$ cat config.mk
export PLATFORM = sky130hd
export DESIGN_NAME = hs_port_csr
export DESIGN_NICKNAME = d
export VERILOG_FILES = /design/src/rtl/hs_port_pkg.sv /design/src/rtl/hs_port_evflag.sv /design/src/rtl/hs_port_owner.sv /design/src/rtl/hs_port_testsel.sv /design/src/rtl/hs_port_csr.sv
export SDC_FILE = /design/constraint.sdc
export NUM_CORES = 1
export LEC_CHECK = 0
export ABC_AREA = 1
export ABC_CLOCK_PERIOD_IN_PS = 1600
export BUFFER_PORTS_ARGS = -buffer_cell sky130_fd_sc_hd__buf_2
export CORE_MARGIN = 5
export CORE_UTILIZATION = 39
export CTS_BUF_LIST = sky130_fd_sc_hd__clkbuf_16
export CTS_CLUSTER_DIAMETER = 200
export DETAILED_ROUTE_END_ITERATION = 10
export MAX_ROUTING_LAYER = met4
export PLACE_DENSITY = 0.79
export SYNTH_ARGS = -nofsm -noshare
export SYNTH_HDL_FRONTEND = slang
export SYNTH_SLANG_ARGS = --single-unit
$ cat constraint.sdc
create_clock -name clk -period 1.6 [get_ports clk]
set_input_delay 0.08 -clock clk [delete_from_list [all_inputs] [get_ports clk]]
set_output_delay 0.08 -clock clk [all_outputs]
set_load 0.005 [all_outputs]
$ cat src/rtl/hs_port_pkg.sv
package hs_port_pkg;
  localparam int unsigned WORD_W       = 32;
  localparam int unsigned TEST_W       = 4;
  localparam int unsigned N_TEST_MODES = 5;
  localparam int unsigned WAKE_W       = 3;
  localparam int unsigned IND_W        = 2;
  localparam int unsigned N_FLAGS      = 3;

  // field positions (software-visible layout)
  localparam int unsigned B_CCS  = 0;
  localparam int unsigned B_CSC  = 1;
  localparam int unsigned B_ENA  = 2;
  localparam int unsigned B_ENC  = 3;
  localparam int unsigned B_OCA  = 4;
  localparam int unsigned B_OCC  = 5;
  localparam int unsigned B_FPR  = 6;
  localparam int unsigned B_SUS  = 7;
  localparam int unsigned B_RST  = 8;
  localparam int unsigned B_LS   = 10;
  localparam int unsigned B_PWR  = 12;
  localparam int unsigned B_OWN  = 13;
  localparam int unsigned B_IND  = 14;
  localparam int unsigned B_TEST = 16;
  localparam int unsigned B_WAKE = 20;

  localparam logic [WORD_W-1:0] RESET_WORD     = 32'h0000_3000;
  localparam logic [WORD_W-1:0] PWR_GATED_MASK = 32'h0070_C1CF;
  localparam logic [WORD_W-1:0] RSVD_MASK      = 32'hFF80_0200;

  // index of each sticky change flag in the flag bank
  typedef enum logic [1:0] {
    FLG_CONN = 2'd0,
    FLG_ENA  = 2'd1,
    FLG_OVC  = 2'd2
  } flag_e;
endpackage

$ cat src/rtl/hs_port_evflag.sv
// Sticky change flag: hardware set wins over a write-one clear;
// keep_i low forces the flag to zero.
module hs_port_evflag (
  input  logic clk,
  input  logic rst_n,
  input  logic set_i,
  input  logic clr_i,
  input  logic keep_i,
  output logic flag_o
);
  logic flag_q;
  logic flag_nxt;

  always_comb begin
    flag_nxt = keep_i & (set_i | (flag_q & ~clr_i));
  end

  always_ff @(posedge clk or negedge rst_n) begin
    if (!rst_n) begin
      flag_q <= 1'b0;
    end else begin
      flag_q <= flag_nxt;
    end
  end

  assign flag_o = flag_q;
endmodule

$ cat src/rtl/hs_port_owner.sv
// Ownership bit: forced to 1 while unconfigured, cleared on the
// configured flag's rising edge, otherwise software-writable.
module hs_port_owner (
  input  logic clk,
  input  logic rst_n,
  input  logic cfg_flag,
  input  logic wr_en,
  input  logic wr_bit,
  output logic own_o
);
  logic own_q;
  logic own_nxt;
  logic cfg_q;
  logic cfg_rise;

  always_comb begin
    cfg_rise = cfg_flag & ~cfg_q;
    own_nxt  = own_q;
    if (wr_en) begin
      own_nxt = wr_bit;
    end
    if (cfg_rise) begin
      own_nxt = 1'b0;
    end
    if (!cfg_flag) begin
      own_nxt = 1'b1;
    end
  end

  always_ff @(posedge clk or negedge rst_n) begin
    if (!rst_n) begin
      own_q <= 1'b1;
      cfg_q <= 1'b0;
    end else begin
      own_q <= own_nxt;
      cfg_q <= cfg_flag;
    end
  end

  assign own_o = own_q;
endmodule

$ cat src/rtl/hs_port_testsel.sv
// Test-mode code holder: only codes up to N_MODES are accepted;
// one-hot decode of the active code.
module hs_port_testsel #(
  parameter int unsigned CODE_W  = 4,
  parameter int unsigned N_MODES = 5
) (
  input  logic              clk,
  input  logic              rst_n,
  input  logic              wr_en,
  input  logic [CODE_W-1:0] wr_code,
  output logic [CODE_W-1:0] code_o,
  output logic [N_MODES-1:0] sel_o
);
  localparam logic [CODE_W-1:0] MAX_CODE = CODE_W'(N_MODES);

  logic [CODE_W-1:0] code_q;
  logic [CODE_W-1:0] code_nxt;
  logic              code_en;

  always_comb begin
    code_en  = wr_en & (wr_code <= MAX_CODE);
    code_nxt = code_en ? wr_code : code_q;
  end

  always_ff @(posedge clk or negedge rst_n) begin
    if (!rst_n) begin
      code_q <= '0;
    end else begin
      code_q <= code_nxt;
    end
  end

  for (genvar i = 0; i < N_MODES; i++) begin : g_dec
    assign sel_o[i] = (code_q == CODE_W'(i + 1));
  end

  assign code_o = code_q;
endmodule

$ cat src/rtl/hs_port_csr.sv
module hs_port_csr
  import hs_port_pkg::*;
#(
  parameter bit HAS_PWR_SWITCH = 1'b1
) (
  input  logic                    clk,
  input  logic                    rst_n,
  input  logic                    wr_en,
  input  logic [WORD_W-1:0]       wr_data,
  output logic [WORD_W-1:0]       rd_data,
  input  logic                    cfg_flag,
  input  logic                    dev_connected,
  input  logic                    oc_active,
  input  logic [1:0]              line_state,
  input  logic                    port_error,
  input  logic                    resume_det,
  input  logic                    rst_done,
  input  logic                    hs_detected,
  output logic                    port_reset_o,
  output logic                    suspend_o,
  output logic                    resume_o,
  output logic [N_TEST_MODES-1:0] test_sel_o,
  output logic                    lowspeed_o
);
  // power
  logic pp_q;
  logic pp_nxt;
  // status state
  logic ccs_q, ccs_nxt;
  logic oca_q;
  logic pr_q, pr_nxt, pr_rise;
  logic ped_q, ped_nxt;
  logic sus_q, sus_nxt;
  logic fpr_q, fpr_nxt, fpr_fall;
  logic [WAKE_W-1:0] wake_q, wake_nxt;
  logic [IND_W-1:0]  ind_q, ind_nxt;
  logic oc_rise, oc_chg, disc;
  // flags
  logic [N_FLAGS-1:0] flag_set, flag_clr, flag_keep, flag_q;
  logic own;
  logic [TEST_W-1:0] test_code;

  // ---------------- port power variant ----------------
  if (HAS_PWR_SWITCH) begin : g_pwr_sw
    always_comb begin
      pp_nxt = pp_q;
      if (wr_en) begin
        pp_nxt = wr_data[B_PWR];
      end
      if (oc_rise) begin
        pp_nxt = 1'b0;
      end
    end
    always_ff @(posedge clk or negedge rst_n) begin
      if (!rst_n) begin
        pp_q <= 1'b1;
      end else begin
        pp_q <= pp_nxt;
      end
    end
  end else begin : g_pwr_fixed
    assign pp_nxt = 1'b1;
    assign pp_q   = 1'b1;
  end

  // ---------------- next state ----------------
  always_comb begin
    oc_rise = oc_active & ~oca_q;
    oc_chg  = oc_active ^ oca_q;
    disc    = ccs_q & ~dev_connected;
    ccs_nxt = pp_nxt & dev_connected;

    // bus reset request: cleared only by the sequencer
    pr_nxt = pr_q;
    if (pr_q && rst_done) begin
      pr_nxt = 1'b0;
    end
    if (wr_en && wr_data[B_RST]) begin
      pr_nxt = 1'b1;
    end
    pr_nxt  = pr_nxt & pp_nxt;
    pr_rise = pr_nxt & ~pr_q;

    // enable: software may only clear
    ped_nxt = ped_q;
    if (wr_en && !wr_data[B_ENA]) begin
      ped_nxt = 1'b0;
    end
    if (port_error || disc || pr_rise) begin
      ped_nxt = 1'b0;
    end
    if (pr_q && rst_done && hs_detected && dev_connected) begin
      ped_nxt = 1'b1;
    end
    ped_nxt = ped_nxt & pp_nxt;

    // force resume
    fpr_nxt = fpr_q;
    if (wr_en) begin
      fpr_nxt = wr_data[B_FPR];
    end
    if (resume_det && sus_q) begin
      fpr_nxt = 1'b1;
    end
    fpr_nxt  = fpr_nxt & ped_nxt & pp_nxt;
    fpr_fall = fpr_q & ~fpr_nxt;

    // suspend
    sus_nxt = sus_q;
    if (wr_en && wr_data[B_SUS] && ped_q) begin
      sus_nxt = 1'b1;
    end
    if (fpr_fall || pr_rise) begin
      sus_nxt = 1'b0;
    end
    sus_nxt = sus_nxt & ped_nxt & pp_nxt;

    // wake enables and indicator
    wake_nxt = wake_q;
    ind_nxt  = ind_q;
    if (wr_en) begin
      wake_nxt = wr_data[B_WAKE +: WAKE_W];
      ind_nxt  = wr_data[B_IND +: IND_W];
    end
    if (!pp_nxt) begin
      wake_nxt = '0;
      ind_nxt  = '0;
    end
  end

  // ---------------- registers ----------------
  always_ff @(posedge clk or negedge rst_n) begin
    if (!rst_n) begin
      ccs_q  <= 1'b0;
      oca_q  <= 1'b0;
      pr_q   <= 1'b0;
      ped_q  <= 1'b0;
      sus_q  <= 1'b0;
      fpr_q  <= 1'b0;
      wake_q <= '0;
      ind_q  <= '0;
    end else begin
      ccs_q  <= ccs_nxt;
      oca_q  <= oc_active;
      pr_q   <= pr_nxt;
      ped_q  <= ped_nxt;
      sus_q  <= sus_nxt;
      fpr_q  <= fpr_nxt;
      wake_q <= wake_nxt;
      ind_q  <= ind_nxt;
    end
  end

  // ---------------- sticky change flags ----------------
  always_comb begin
    flag_set[FLG_CONN]  = dev_connected ^ ccs_q;
    flag_clr[FLG_CONN]  = wr_en & wr_data[B_CSC];
    flag_keep[FLG_CONN] = pp_nxt;
    flag_set[FLG_ENA]   = port_error & ped_q;
    flag_clr[FLG_ENA]   = wr_en & wr_data[B_ENC];
    flag_keep[FLG_ENA]  = pp_nxt;
    flag_set[FLG_OVC]   = oc_chg;
    flag_clr[FLG_OVC]   = wr_en & wr_data[B_OCC];
    flag_keep[FLG_OVC]  = 1'b1;
  end

  for (genvar f = 0; f < N_FLAGS; f++) begin : g_flag
    hs_port_evflag i_flag (
      .clk    (clk),
      .rst_n  (rst_n),
      .set_i  (flag_set[f]),
      .clr_i  (flag_clr[f]),
      .keep_i (flag_keep[f]),
      .flag_o (flag_q[f])
    );
  end

  hs_port_owner i_owner (
    .clk      (clk),
    .rst_n    (rst_n),
    .cfg_flag (cfg_flag),
    .wr_en    (wr_en),
    .wr_bit   (wr_data[B_OWN]),
    .own_o    (own)
  );

  hs_port_testsel #(
    .CODE_W  (TEST_W),
    .N_MODES (N_TEST_MODES)
  ) i_test (
    .clk     (clk),
    .rst_n   (rst_n),
    .wr_en   (wr_en),
    .wr_code (wr_data[B_TEST +: TEST_W]),
    .code_o  (test_code),
    .sel_o   (test_sel_o)
  );

  // ---------------- read word and outputs ----------------
  always_comb begin
    rd_data                    = '0;
    rd_data[B_WAKE +: WAKE_W]  = wake_q;
    rd_data[B_TEST +: TEST_W]  = test_code;
    rd_data[B_IND +: IND_W]    = ind_q;
    rd_data[B_OWN]             = own;
    rd_data[B_PWR]             = pp_q;
    rd_data[B_LS +: 2]         = pp_q ? line_state : 2'b00;
    rd_data[B_RST]             = pr_q;
    rd_data[B_SUS]             = sus_q;
    rd_data[B_FPR]             = fpr_q;
    rd_data[B_OCC]             = flag_q[FLG_OVC];
    rd_data[B_OCA]             = oca_q;
    rd_data[B_ENC]             = flag_q[FLG_ENA];
    rd_data[B_ENA]             = ped_q;
    rd_data[B_CSC]             = flag_q[FLG_CONN];
    rd_data[B_CCS]             = ccs_q;
  end

  assign port_reset_o = pr_q;
  assign suspend_o    = sus_q;
  assign resume_o     = fpr_q;
  assign lowspeed_o   = pp_q & ccs_q & ~ped_q & (line_state == 2'b01);
endmodule

After elaboration in Yosys (flattened, before gate mapping)
Cells that the tools add are included.
Widths: inputs -> output; s select.
{ "totals": {"regBits": 21, "latchBits": 0, "mem_bits_rw": 0, "romBits": 0, "in_bits": 44, "output_inout_bits": 41, "wordCells": 94, "n_memories": 0} }
{ "op_classes": {"addsub": 0, "mul": 0, "div": 0, "order_cmp": 1, "eq_ne": 8, "n_shift": 0, "mux": 19, "bitwise_logic": 39, "n_reduce_logical": 12} }
{ "ops": {"columns": ["cell", "n"], "rows": [
  ["$and 1x1->1", 25],
  ["$mux 1", 14],
  ["$not 1->1", 9],
  ["$eq 4x2->1 const B", 2],
  ["$eq 4x3->1 const B", 2],
  ["$logic_and 1x1->1", 8],
  ["$mux 2", 3],
  ["$mux 3", 2],
  ["$eq 4x1->1 const B", 1],
  ["$le 4x3->1 const B", 1],
  ["$logic_or 1x1->1", 3],
  ["$ne 3x2->1 const B", 1],
  ["$or 1x1->1", 3],
  ["$eq 2x1->1 const B", 1],
  ["$ne 2x2->1 const B", 1],
  ["$xor 1x1->1", 2],
  ["$logic_not 1->1", 1]
]} }

Logic depth before layout (Yosys ltp)
{ "depth": {"depth_word": 17, "ltp_mapped": 8, "ltp_nobuf": 8} }

Cells and area by module
From an unflattened synthesis, not the netlist that was laid out.
{ "unflattened": {"hier_cells": 162, "area_unflattened_um2": 1232.4} }
{ "by_module_without_submodules": {"columns": ["module", "instances", "cells_per_inst", "area_each_um2", "seq_area_each_um2"], "rows": [
  ["hs_port_csr", 1, 105, 792.0, 301.5],
  ["hs_port_testsel", 1, 30, 215.2, 100.1],
  ["hs_port_evflag", 3, 6, 48.8, 25.0],
  ["hs_port_owner", 1, 9, 78.8, 51.3]
]} }

Least setup slack after synthesis
OpenSTA, ideal clock, no wires.
{ "synth_timing": {"path_type": "register to register", "startpoint": "register oca_q", "endpoint": "register fpr_q, in the netlist resume_o", "setup_time_ns": 0.122, "arrival_time_ns": 1.025, "required_ns": 1.478, "path_slack_ns": 0.453, "path_stages_with_launch": 9, "n_path_buf": 0, "synth_period_minus_slack_ns": 1.147, "cell_sequence": "dfrtp_1 -> inv_1 -> ha_1 -> a21oi_1 -> nand4_1 -> nand2_1 -> nand2_1 -> nand2_2 -> nor2_1"} }
{ "synth_via": {"elab_chain_len": 11} }
{ "synth_lines": {"columns": ["element", "line", "text"], "rows": [
  ["start: declaration", "hs_port_csr.sv:30", "logic oca_q;"],
  ["start signal: assignment", "hs_port_csr.sv:144", "oca_q <= oc_active;"],
  ["$not 1->1 (*)", "hs_port_csr.sv:68", "oc_rise = oc_active & ~oca_q;"],
  ["$and 1x1->1 (*)", "hs_port_csr.sv:68", null],
  ["$mux 1 (*)", "hs_port_csr.sv:50", "if (oc_rise) begin"],
  ["$and 1x1->1", "hs_port_csr.sv:81", "pr_nxt = pr_nxt & pp_nxt;"],
  ["$and 1x1->1", "hs_port_csr.sv:82", "pr_rise = pr_nxt & ~pr_q;"],
  ["$logic_or 1x1->1", "hs_port_csr.sv:89", "if (port_error || disc || pr_rise) begin"],
  ["$mux 1", "hs_port_csr.sv:89", null],
  ["$mux 1", "hs_port_csr.sv:92", "if (pr_q && rst_done && hs_detected && dev_connected) begin"],
  ["$and 1x1->1", "hs_port_csr.sv:95", "ped_nxt = ped_nxt & pp_nxt;"],
  ["$and 1x1->1", "hs_port_csr.sv:105", "fpr_nxt = fpr_nxt & ped_nxt & pp_nxt;"],
  ["$and 1x1->1 (*)", "hs_port_csr.sv:105", null],
  ["net fpr_nxt", "hs_port_csr.sv:34", "logic fpr_q, fpr_nxt, fpr_fall;"],
  ["end signal: assignment", "hs_port_csr.sv:148", "fpr_q <= fpr_nxt;"],
  ["end: declaration", "hs_port_csr.sv:34", null]
]} }
Mark *: on every way through the listed nets, which the timed path passes. The rest lies on a longest branch.
A chain may end at the register's enable or synchronous reset.

Final worst setup path
{ "layout_timing": {"startpoint": "input oc_active", "endpoint": "register sus_q, in the netlist suspend_o"} }
{ "layout_via": {"elab_chain_len": 16} }
{ "layout_lines": {"columns": ["element", "line", "text"], "rows": [
  ["start: declaration", "hs_port_csr.sv:13", "input logic oc_active,"],
  ["$and 1x1->1 (*)", "hs_port_csr.sv:68", null],
  ["$mux 1 (*)", "hs_port_csr.sv:50", null],
  ["net g_flag[0].i_flag.keep_i", "hs_port_evflag.sv:8", "input logic keep_i,"],
  ["$and 1x1->1", "hs_port_csr.sv:81", null],
  ["$and 1x1->1", "hs_port_csr.sv:82", null],
  ["$logic_or 1x1->1", "hs_port_csr.sv:89", null],
  ["$mux 1", "hs_port_csr.sv:89", null],
  ["$mux 1", "hs_port_csr.sv:92", null],
  ["$and 1x1->1", "hs_port_csr.sv:95", null],
  ["$and 1x1->1 (2 in a row)", "hs_port_csr.sv:105", null],
  ["$not 1->1", "hs_port_csr.sv:106", "fpr_fall = fpr_q & ~fpr_nxt;"],
  ["$and 1x1->1", "hs_port_csr.sv:106", null],
  ["$logic_or 1x1->1", "hs_port_csr.sv:113", "if (fpr_fall || pr_rise) begin"],
  ["$mux 1", "hs_port_csr.sv:113", null],
  ["$and 1x1->1", "hs_port_csr.sv:116", "sus_nxt = sus_nxt & ped_nxt & pp_nxt;"],
  ["$and 1x1->1 (*)", "hs_port_csr.sv:116", null],
  ["net sus_nxt", "hs_port_csr.sv:33", "logic sus_q, sus_nxt;"],
  ["end signal: assignment", "hs_port_csr.sv:147", "sus_q <= sus_nxt;"],
  ["end: declaration", "hs_port_csr.sv:33", null]
]} }
Marked as above.

==> impl_metrics.toml <==
[pwr]
powerDensity_nw_per_um2 = 933
max-vdd-ir-drop_mv = 1.19
power.static_leakage_nw = 0.840
p_total_w = 0.00133

[clocking]
worstSkewPairLatency_ns = 0.25
postCtsSetupRepairBufs = 0
clock_path_buffers = 2
cts.sinks = 21
clkTransAtPathRegs_ns = 0.06
ctsHtreeMaxLevel = 1
clock_tree_from_tritoncts = "done"
cts-root-buf = "clkbuf_16"
cts-buffers-inserted = 3

[sta]
grt_setup_unrepaired = "no"
setup_viol = 0
achievable-frequency_mhz = 710
min_period_over_period_pct = 88.0
skew_ns = 0.00608
setup_tns_ns = 0
report.final.hold_viol_count = 0
finalWorstPathRequiredPeriod_ns = 1.41
maxSlewViolCount = 0

[drt]
wl_met3_um = 322
drt_pre_antenna_iters = 4
drt_iter0_markers = 52
top_signal_layer_used = "met4"
routed_wire_length_per_instance_um = 11.7
viasPerCell = 4.46
met2_length_um = 1160
wl_um = 2550
route.layer.met1.wl_um = 1060
detail-route-antenna-nets = 0
drt_drc_violations_left = 0
num_vias = 972

[setup_path]
timing.critical_path.from_type = "primary input"
critPathKind = "primary input to flop"
rr_endpoint = "suspend_o"
critical_path.max_fanout = 10
worst-r2r-setup-slack_ns = 0.32
worst-endpoint-required_ns = 1.78
regToRegStartpoint = "oca_q"
crit_arrival_ns = 1.59
critical_path.endpoint_type = "flop"
number_of_cells_traversed_by_the_worst_register_to_register_path = 7

[die]
die_width_um = 63.2
placeableCoreArea_um2 = 2730
core.rowCount = 19
floorplan.io_pins = 85
die_area_um2 = 3990
die_y_extent_um = 63.2
initial_utilization_pct = 40.4

[place]
place_hpwl_um = 1920
placed_cells_incl_taps = 211
placement.cell_area_um2 = 1310
gp_routability_congestion = 0.778
placement.io_buffers = 60

[final_layout]
post_layout_nonfiller_instances = 218
antennaDiodeCount = 0
nets = 234
flow.area_growth_from_synthesis_pct = 28.8
finalInstanceArea_um2 = 1420
fraction_of_final_layout_cells_with_drive_strength_greater_than_1_pct = 38.5
nFillCells = 263

[synth]
synthMostInstantiatedCell = "nand2_1"
synthesis.yosys.warnings = 0
netlist.top_cell.by_area = "dfrtp_1"
syn_area_um2 = 1100
yosys.area.top_type_share_pct = 43.1
synth_area_leaders = "dfrtp_1, buf_4, nand2_1"
ys_top_cells_by_count = "nand2_1, buf_4, dfrtp_1, inv_1, a21oi_1"
synth.ff_latch_count = 21
proportion_of_register_bits_with_asynchronous_set_or_reset_after_synthesis_pct = 100
number_of_instances_in_the_synthesized_netlist = 133
seq_area_frac_synth_pct = 47.8
synth.avg_cell_area_um2 = 8.30
synth.lib_cells_used.distinct = 19
ys.flop_type = "dfrtp_1"
synth_edf_count = 0

[outcome]
outcome = "complete, no violations"

[global_route]
grt_overflow = 0
grt_pass1_vias = 903
grt_max_degree = 22
grt_usage_pct = 13.3
grt_first_pass_wirelength_um = 4220
grt_antenna_before_repair = 0

[hold_path]
cell_depth_of_the_worst_min_delay_path = 3
min-delay-path-class = "primary input to flop"
hold_start = "wr_data[16]"
min_to = "i_test.code_o[0]"

[run]
maxCapViolCount = 0
## metal layers
| layer | global-route usage (%) | up-vias |
|---|---|---|
| met2 | 20.6 | 51 |
| met4 | 2.34 | 0 |
| li1 | - | 496 |
| met1 | 16.3 | 423 |
| met3 | 5.86 | 2 |
| met5 | - | - |
## sequential cells by signal (all words and copies together), names as in the netlist
name and flops:
ind_q 2, suspend_o 1, port_reset_o 1, ped_q 1, ccs_q 1, i_owner.cfg_q 1
i_owner.own_o 1, oca_q 1, i_test.code_o 4, wake_q 3, pp_q 1, g_flag.i_flag.flag_o 3
resume_o 1
## critical path, cell delays in order
cell and delay, ns:
dlygate4sd3_1 0.53, buf_2 0.13, ha_1 0.18, a21oi_1 0.21
nand2_2 0.20, inv_2 0.11, nand2_2 0.07, nor2_1 0.08
## metrics by stage
step	hold slack, ns	util, %	worst slack, ns
final	0.0366	52.0	0.191
after global routing	0.0389	52.0	0.0639
after CTS	0.0347	52.0	0.171
after detailed placement	0.0632	48.0	0.319
after global placement	0.0563	48.0	0.322
after floorplan	-0.216	-	0.453
## cells in the final DEF, fill, tap and decap left out
cell and count:
nor4_1 3, nor3_1 4, or2_1 1, inv_1 14
buf_2 60, o21ai_0 5, nor2_1 6, dfstp_2 2
ha_1 2, clkinv_2 1, nand2_2 2, a21oi_1 10
clkbuf_16 3, conb_1 10, dfrtp_1 19, nand2_1 34
nand3_1 1, a31o_2 1, dlygate4sd3_1 3, nand4_1 2
inv_2 3, a211o_1 1
## area by class of cell
class,instances,area [um^2],area share [%]
sequential,21,528,37.1
tap,31,38.8,2.73
timing repair buffer,63,330,23.2
clock inverter,1,5.00,0.352
multi-input combinational,82,380,26.8
clock buffer,3,75.1,5.28
inverter,17,63.8,4.49
## repair_timing
action | in CTS | in global routing
endpoints found under the hold margin | 22 | 0
resized for setup | 0 | 0
hold buffers | 3 | 0
## report_power, final
part           internal (W)  switching [W]  total [W]
logic             0.0000966       0.000119   0.000216
registers          0.000570      0.0000255   0.000595
clock network      0.000335       0.000180   0.000515
total               0.00100       0.000325    0.00133
## worst max-delay path by stage
stage               startpoint        end  cells after the start
floorplan                oca_q   resume_o                      8
global placement         oca_q   resume_o                      8
detailed placement       oca_q  suspend_o                      7
CTS                  oc_active  suspend_o                      8
global route         oc_active  suspend_o                      8
finish               oc_active  suspend_o                      8
## cell families (layout without fill, tap and decap cells)
logic type / count (synthesis) / after routing / share of synthesized area [%]
simple gates: 53 / 53 / 20.4
buf+inv: 39 / 84 / 20.7
flops: 21 / 21 / 47.8
compound gates: 17 / 17 / 8.39
fa+ha+maj: 2 / 2 / 2.27
other cells: 1 / 10 / 0.340
Note: power is estimated with default switching activity, not from simulation.
